--- src/rtl/irq_pkg.sv ---
package irq_pkg;
  typedef enum logic [1:0] {
    REG_EN   = 2'd0,
    REG_RUN  = 2'd1,
    REG_PEND = 2'd2,
    REG_NONE = 2'd3
  } reg_sel_e;
endpackage

--- src/rtl/irq_sync.sv ---
module irq_sync #(
  parameter int unsigned NUM_LINES   = 16,
  parameter int unsigned SYNC_STAGES = 2
) (
  input  logic                 clk_i,
  input  logic                 rst_ni,
  input  logic [NUM_LINES-1:0] raw_i,
  output logic [NUM_LINES-1:0] rise_o
);
  logic [NUM_LINES-1:0] stage_q [SYNC_STAGES];
  logic [NUM_LINES-1:0] prev_q;

  for (genvar s = 0; s < SYNC_STAGES; s++) begin : g_stage
    always_ff @(posedge clk_i or negedge rst_ni) begin
      if (!rst_ni) stage_q[s] <= '0;
      else if (s == 0) stage_q[s] <= raw_i;
      else stage_q[s] <= stage_q[(s == 0) ? 0 : s-1];
    end
  end

  always_ff @(posedge clk_i or negedge rst_ni) begin
    if (!rst_ni) prev_q <= '0;
    else prev_q <= stage_q[SYNC_STAGES-1];
  end

  assign rise_o = stage_q[SYNC_STAGES-1] & ~prev_q;

  // edge seen now was present at the raw input two edges back
  p_sync_delay_r2: assert property (@(posedge clk_i) disable iff (!rst_ni)
    (rise_o != '0) |-> (($past(raw_i, 2) & rise_o) == rise_o));
endmodule

--- src/rtl/irq_pending.sv ---
module irq_pending #(
  parameter int unsigned NUM_LINES = 16
) (
  input  logic                 clk_i,
  input  logic                 rst_ni,
  input  logic [NUM_LINES-1:0] set_i,
  input  logic [NUM_LINES-1:0] clr_i,
  output logic [NUM_LINES-1:0] pend_o
);
  logic [NUM_LINES-1:0] pend_q;

  always_ff @(posedge clk_i or negedge rst_ni) begin
    if (!rst_ni) pend_q <= '0;
    else pend_q <= (pend_q & ~clr_i) | set_i; // set wins
  end

  assign pend_o = pend_q;

  p_set_sticks_r3: assert property (@(posedge clk_i) disable iff (!rst_ni)
    (set_i != '0) |=> ((pend_q & $past(set_i)) == $past(set_i)));
  p_clear_r9: assert property (@(posedge clk_i) disable iff (!rst_ni)
    (clr_i != '0) |=> ((pend_q & $past(clr_i & ~set_i)) == '0));
  p_no_spurious_r3: assert property (@(posedge clk_i) disable iff (!rst_ni)
    (set_i == '0) |=> ((pend_q & ~$past(pend_q)) == '0));
endmodule

--- src/rtl/irq_mask_regs.sv ---
module irq_mask_regs
  import irq_pkg::*;
#(
  parameter int unsigned NUM_LINES = 16
) (
  input  logic                 clk_i,
  input  logic                 rst_ni,
  input  logic                 wr_en_i,
  input  logic [1:0]           wr_addr_i,
  input  logic [NUM_LINES-1:0] wr_data_i,
  output logic [NUM_LINES-1:0] en_mask_o,
  output logic [NUM_LINES-1:0] run_mask_o,
  output logic [NUM_LINES-1:0] pend_clr_o
);
  logic [NUM_LINES-1:0] en_q, run_q;

  always_ff @(posedge clk_i or negedge rst_ni) begin
    if (!rst_ni) begin
      en_q  <= '0;
      run_q <= '0;
    end else if (wr_en_i) begin
      if (wr_addr_i == REG_EN)  en_q  <= wr_data_i;
      if (wr_addr_i == REG_RUN) run_q <= wr_data_i;
    end
  end

  assign en_mask_o  = en_q;
  assign run_mask_o = run_q;
  assign pend_clr_o = (wr_en_i && wr_addr_i == REG_PEND) ? wr_data_i : '0;

  p_mask_hold_r8: assert property (@(posedge clk_i) disable iff (!rst_ni)
    !wr_en_i |=> ($stable(en_q) && $stable(run_q)));
endmodule

--- src/rtl/irq_prio_enc.sv ---
module irq_prio_enc #(
  parameter int unsigned NUM_LINES = 16,
  localparam int unsigned VEC_W    = (NUM_LINES > 1) ? $clog2(NUM_LINES) : 1
) (
  input  logic [NUM_LINES-1:0] cand_i,
  output logic                 any_o,
  output logic [VEC_W-1:0]     idx_o
);
  localparam logic [NUM_LINES-1:0] ONE = NUM_LINES'(1);

  always_comb begin
    idx_o = '0;
    for (int i = NUM_LINES-1; i >= 0; i--) begin
      if (cand_i[i]) idx_o = VEC_W'(i);
    end
  end

  assign any_o = |cand_i;

  always_comb begin
    if (any_o) begin
      p_lowest_wins_r4: assert (cand_i[idx_o] &&
        ((cand_i & ((ONE << idx_o) - ONE)) == '0));
    end
  end
endmodule

--- src/rtl/prio_irq_ctrl.sv ---
module prio_irq_ctrl
  import irq_pkg::*;
#(
  parameter int unsigned NUM_LINES   = 16,
  parameter int unsigned SYNC_STAGES = 2,
  localparam int unsigned VEC_W      = (NUM_LINES > 1) ? $clog2(NUM_LINES) : 1
) (
  input  logic                 clk_i,
  input  logic                 rst_ni,
  input  logic [NUM_LINES-1:0] irq_raw_i,
  input  logic                 wr_en_i,
  input  logic [1:0]           wr_addr_i,
  input  logic [NUM_LINES-1:0] wr_data_i,
  input  logic [1:0]           rd_addr_i,
  output logic [NUM_LINES-1:0] rd_data_o,
  input  logic                 ack_i,
  output logic                 req_o,
  output logic [VEC_W-1:0]     vec_o,
  output logic                 wake_o
);
  localparam logic [NUM_LINES-1:0] ONE = NUM_LINES'(1);

  logic [NUM_LINES-1:0] rise, pend, en_mask, run_mask, wr_clr, ack_clr;
  logic                 ack_take, wake_q;

  irq_sync #(.NUM_LINES(NUM_LINES), .SYNC_STAGES(SYNC_STAGES)) i_sync (
    .clk_i, .rst_ni, .raw_i(irq_raw_i), .rise_o(rise)
  );

  irq_mask_regs #(.NUM_LINES(NUM_LINES)) i_regs (
    .clk_i, .rst_ni, .wr_en_i, .wr_addr_i, .wr_data_i,
    .en_mask_o(en_mask), .run_mask_o(run_mask), .pend_clr_o(wr_clr)
  );

  irq_pending #(.NUM_LINES(NUM_LINES)) i_pend (
    .clk_i, .rst_ni, .set_i(rise), .clr_i(wr_clr | ack_clr), .pend_o(pend)
  );

  irq_prio_enc #(.NUM_LINES(NUM_LINES)) i_enc (
    .cand_i(pend & en_mask), .any_o(req_o), .idx_o(vec_o)
  );

  assign ack_take = ack_i & req_o;
  assign ack_clr  = ack_take ? (ONE << vec_o) : '0;

  always_ff @(posedge clk_i or negedge rst_ni) begin
    if (!rst_ni) wake_q <= 1'b0;
    else wake_q <= ack_take & run_mask[vec_o];
  end
  assign wake_o = wake_q;

  always_comb begin
    case (reg_sel_e'(rd_addr_i))
      REG_EN:   rd_data_o = en_mask;
      REG_RUN:  rd_data_o = run_mask;
      REG_PEND: rd_data_o = pend;
      default:  rd_data_o = '0;
    endcase
  end

  p_req_has_winner_r5: assert property (@(posedge clk_i) disable iff (!rst_ni)
    req_o |-> (pend[vec_o] && en_mask[vec_o]));
  p_ack_clears_r6: assert property (@(posedge clk_i) disable iff (!rst_ni)
    (ack_take && !rise[vec_o]) |=> !pend[$past(vec_o)]);
  p_wake_after_ack_r7: assert property (@(posedge clk_i) disable iff (!rst_ni)
    wake_o |-> $past(ack_take && run_mask[vec_o]));
  p_wake_pulse_r7: assert property (@(posedge clk_i) disable iff (!rst_ni)
    !ack_take |=> !wake_o);
endmodule

--- config.mk ---
export PLATFORM = sky130hd
export DESIGN_NAME = prio_irq_ctrl
export DESIGN_NICKNAME = d
export VERILOG_FILES = /design/src/rtl/irq_pkg.sv /design/src/rtl/irq_sync.sv /design/src/rtl/irq_pending.sv /design/src/rtl/irq_mask_regs.sv /design/src/rtl/irq_prio_enc.sv /design/src/rtl/prio_irq_ctrl.sv
export SDC_FILE = /design/constraint.sdc
export NUM_CORES = 1
export LEC_CHECK = 0
export ABC_CLOCK_PERIOD_IN_PS = 2500
export CAP_MARGIN = 30
export CORE_MARGIN = 2
export CORE_UTILIZATION = 56
export CTS_BUF_LIST = sky130_fd_sc_hd__clkbuf_8
export DETAILED_ROUTE_END_ITERATION = 16
export PLACE_DENSITY = 0.87
export SYNTH_ARGS = -nofsm -noshare
export SYNTH_HDL_FRONTEND = slang
export SYNTH_SLANG_ARGS = --single-unit
--- constraint.sdc ---
create_clock -name clk_i -period 2.5 [get_ports clk_i]
set_clock_uncertainty 0.1 [all_clocks]
set_input_delay 0.25 -clock clk_i [delete_from_list [all_inputs] [get_ports clk_i]]
set_output_delay 0.25 -clock clk_i [all_outputs]
set_load 0.03 [all_outputs]
* Word level (Yosys, flattened, before mapping) *
Cells that the tools add are included.

word-level totals
  register bits = 97
  word-level logic and storage cells = 49

cells by class
  muxes and demuxes = 21
  equality and inequality tests = 4
  bitwise operators = 9
  reductions and logical operators = 6
  order comparisons = 1
  shifts and indexed selects = 1

operator list
  operator              number
  $mux 4                16
  $and 16x16->16        3
  $pmux 16 s3           1
  $mux 16               2
  $not 16->16           2
  $or 16x16->16         2
  $reduce_or 16->1      1
  $shl 1x4->16 const A  1
  $lt 4x5->1 const B    1
  $bmux 1 s4            1
  $eq 2x1->1 const B    2
  $eq 2x2->1 const B    2
  $logic_not 2->1       2
  $reduce_and 2->1      2
  $and 1x1->1           2
  $logic_and 1x1->1     1
  $mux 1                1

* Logic depth before layout (Yosys ltp) *
  word-level depth = 23
  mapped depth = 8

* By module *
A second synthesis with hierarchy kept.

unflattened totals
  cells, all modules = 347
  area, all modules = 4305.4 sq um

modules (own cells, without submodules)
  module         area each (sq um)  seq. area each (sq um)  cells an instance  instances
  irq_sync       1421.4             1201.2                  64                 1
  irq_mask_regs  1318.8             800.8                   86                 1
  prio_irq_ctrl  808.3              25.0                    115                1
  irq_pending    580.6              400.4                   48                 1
  irq_prio_enc   176.4              0.0                     34                 1

* Least setup slack after synthesis *
No wires, ideal clock.

  kind = input to output
  start point = in rd_addr_i[0]
  end point = out rd_data_o[10]
  path buffers = 2
  stages on the path = 4
  setup slack = 0.462 ns
  arrival = 1.688 ns
  path through = clkbuf_1 buf_2 mux2i_1 o21ai_0

on the way
  cells in the longest elaborated chain, start to end = 2

ends and longest elaborated chain
  element                                   line                 RTL
  start: declaration                        prio_irq_ctrl.sv:14  input logic [1:0] rd_addr_i,
  $eq 2x2->1, or another cell as far along  prio_irq_ctrl.sv:53  case (reg_sel_e'(rd_addr_i))
  $pmux 16 s3 *                             prio_irq_ctrl.sv:53
  end: declaration                          prio_irq_ctrl.sv:15  output logic [NUM_LINES-1:0] rd_data_o,

Mark *: on every way between the ends. The rest lies on a longest branch, timed or not.

* Final worst setup path *
  start point = reg i_pend.pend_q[1] (netlist: i_pend.pend_o[1])
  end point = out vec_o[3]

on the way
  cells in the longest elaborated chain, start to end = 3

ends and longest elaborated chain
  element                   line                 RTL
  start: declaration        irq_pending.sv:10    logic [NUM_LINES-1:0] pend_q;
  start signal: assignment  irq_pending.sv:14    else pend_q <= (pend_q & ~clr_i) | set_i;
  $and 16x16->16            prio_irq_ctrl.sv:40  .cand_i(pend & en_mask), .any_o(req_o), .idx_o(vec_o)
  $mux 4 (2 in a row)       irq_prio_enc.sv:14   if (cand_i[i]) idx_o = VEC_W'(i);
  end: declaration          prio_irq_ctrl.sv:18  output logic [VEC_W-1:0] vec_o,

Every way passes these cells.

==> impl_metrics.toml <==
[logic_synthesis]
synthMuxAreaShare_pct = 13.1
yosysSeqAreaShare_pct = 59.8
ys_types = 42
yosys_warnings = 0
synth_top_family_by_area = "compound AO/OA/AOI/OAI gates"
netlist_instances = 340
ys_seq_elements = 97
synth_compound_area_share_pct = 14.4
synth.area.top_cells = "dfrtp_1 60%, mux2_2 8.9%, nand2_1 4.6%"
synth_ff_type = "dfrtp_1"
synth-async-reset-ratio_pct = 100
synthSimpleGateAreaFrac_pct = 9.86
synth_edf_count = 0
netlist_area_sq_mm = 0.00406
synth_fa_ha_area_share_pct = 0
yosys.area.top_type_share_pct = 59.8
yosys.area_share.xor_xnor_pct = 0
syn-num-nets = 380
syn_area_per_cell_sq_um = 11.9
yosysTopAreaCell = "dfrtp_1"

[floorplan]
core_sq_mm = 0.00714
initial_core_util_pct = 56.9
die-area_sq_mm = 0.00795
ioPinCount = 62
num_rows = 31
die_x_um = 89.1
die_h_um = 89.1

[sta]
fmax_mhz = 417
period_share_pct = 95.8
relSlewSlack_pct = 70.2
fin_crit_ns = 2.40
finalSetupTns_ns = 0
rsz0062_at_grt = "false"
worst_pin_slew_ns = 0.448
maxSlewViolCount = 0
setup_ws_ns = 0.104
setup_viol = 0
hold_viol = 0

[clock_network]
path_clk_slew_ns = 0.08
cts_tree = "yes"
cts_buffer_depth = 2
cts_max_level = 3
cts_sinks = 97
cts_buffers = 9
worst_skew_pair.late_latency_ns = 0.36
root_buffer = "clkbuf_8"
cts_setup_buffers = 0

[critical_path]
worst_setup_path_end_kind = "primary output"
cp.arrival_ns = 2.05
crit_type = "register to primary output"
critPathSlowestCell = "dlygate4sd2_1"
crit_family = "simple AND/OR/NAND/NOR gates"
slowest_delay_ns = 0.44
path_depth = 4
crit_chain = "a22oi_1 > nand3_1 > nor3_1 > dlygate4sd2_1"
crit_path_start_kind = "register"
reg2reg_depth = 9
critical_path.max_fanout = 5
crit_buf_inv = 1
cp.required_ns = 2.15

[cells_and_area]
syn_to_final_growth_pct = 23.6
finalNetCount = 456
diodes = 0
postLayoutCoreUtil_pct = 70.3
final_common_cell = "dfrtp_1"
final_cell_mix = "97 x dfrtp_1, 50 x nand2_1, 39 x clkdlybuf4s50_1"
design_area_sq_mm = 0.00502
drive_gt1_share_pct = 22.2

[placed_design]
portBuffers = 61
gp_congestion = 0.987
post_dp_cell_area_sq_mm = 0.00482
place_ws_ns = 0.221
dp.final_hpwl_mm = 6.71

[min_path]
hold_class = "input port to register"
hold_depth = 1

[power_and_ir_drop]
ir_drop_uv = 629
seqPwrFrac_pct = 44.4
p_sw_mw = 1.55
power_leakage_nw = 2.20
p_per_area_mw_per_mm2 = 888
clockPowerShare_pct = 23.2
p_sw_share_pct = 34.8
intPower_mw = 2.90
comb_power_share_pct = 32.4

[route]
vias = 3035
drt-total-wl_mm = 9.46
final_antenna_net_count = 0
via_per_inst = 5.86
wl_per_cell_um = 18.3
drt_pass1_iterations = 6
drt_iter0_markers = 312
drc = 0

[global_route]
grt_pass1_vias = 3085
grt_overflow = 0
antenna_found_initial = 0
grt_max_degree = 41
grt_pass1_wl_mm = 15.0
track_usage_pct = 25.8

[flow_run]
drv_cap = 0

[status]
status = "finished, final reports clean"
-- layout make-up --
class | count | area, sq um
clock buffers | 12 | 165
clock inverters | 2 | 37.5
fillers | 526 | 2120
inverters | 21 | 81.3
multi-input cells | 213 | 1520
flip-flops and latches | 97 | 2430
well taps | 99 | 124
repair buffers | 74 | 667
-- power by group through the flow --
stage	Combinational (mW)	Sequential, mW	Clock [mW]
final	1.44	1.98	1.03
after global routing	1.55	2.00	1.12
after CTS	1.43	1.97	1.06
after detailed placement	1.44	2.00	0
after global placement	1.41	1.98	0
after floorplan	0.921	1.95	0
-- cells by family (layout without fill, tap and decap cells) --
| group | Yosys count | count (layout) |
|---|---|---|
| and+or+nand+nor | 82 | 82 |
| AOI/OAI and AO/OA | 82 | 82 |
| buffers and inverters | 30 | 109 |
| DFF | 97 | 97 |
| muxes | 49 | 49 |
-- metrics by stage --
stage               std cells  total power [mW]  hold WS, ns
floorplan                 340              2.87       -0.146
global placement          503              3.39        0.123
detailed placement        503              3.44        0.128
CTS                       518              4.46        0.206
global route              518              4.67        0.199
finish                    518              4.45        0.216
-- registers in the layout, indices dropped and copies added, names as in the netlist --
signal,flops
i_sync.stage_q,32
i_sync.prev_q,16
i_pend.pend_o,16
i_regs.en_mask_o,16
i_regs.run_mask_o,16
wake_o,1
-- synthesized netlist by cell type, drive strengths merged, types with 2 or more instances --
master  number
mux2        32
o21ai       33
and3         2
nand4        3
nor2         5
a221oi       3
clkbuf       8
inv         21
mux2i       17
a211oi       2
nand3b       4
a22oi        5
nand2       51
and2         8
dfrtp       97
a22o         4
a31oi        2
o211ai      23
nand3        5
o31ai        2
-- metal layers --
metal | track usage, % | wire, um | vias to the layer above
li1 | - | - | 1370
met1 | 32.6 | 3910 | 1511
met2 | 42.1 | 4680 | 132
met3 | 7.66 | 671 | 22
met4 | 10.4 | 210 | 0
met5 | 0 | 0 | -
-- what timing repair did --
item | in CTS | in global routing
resized for setup | 5 | 5
pin swaps | 0 | 2
hold buffers | 1 | 0
hold endpoints to repair | 33 | 0
endpoints found under the setup margin | 5 | 2
-- path summary, 6_finish.rpt --
kind,endpoint,start,slack (ns)
setup reg to reg,i_pend.pend_o[2],i_regs.en_mask_o[9],0.30
max in group asynchronous,i_regs.en_mask_o[11],rst_ni,1.36
hold reg to reg,i_sync.stage_q[1],i_sync.stage_q[17],0.25
setup / recovery,vec_o[3],i_pend.pend_o[1],0.10
hold / removal,i_sync.stage_q[19],irq_raw_i[3],0.22
min in group asynchronous,i_sync.stage_q[22],rst_ni,0.27
(Power assumes the default switching activity.)
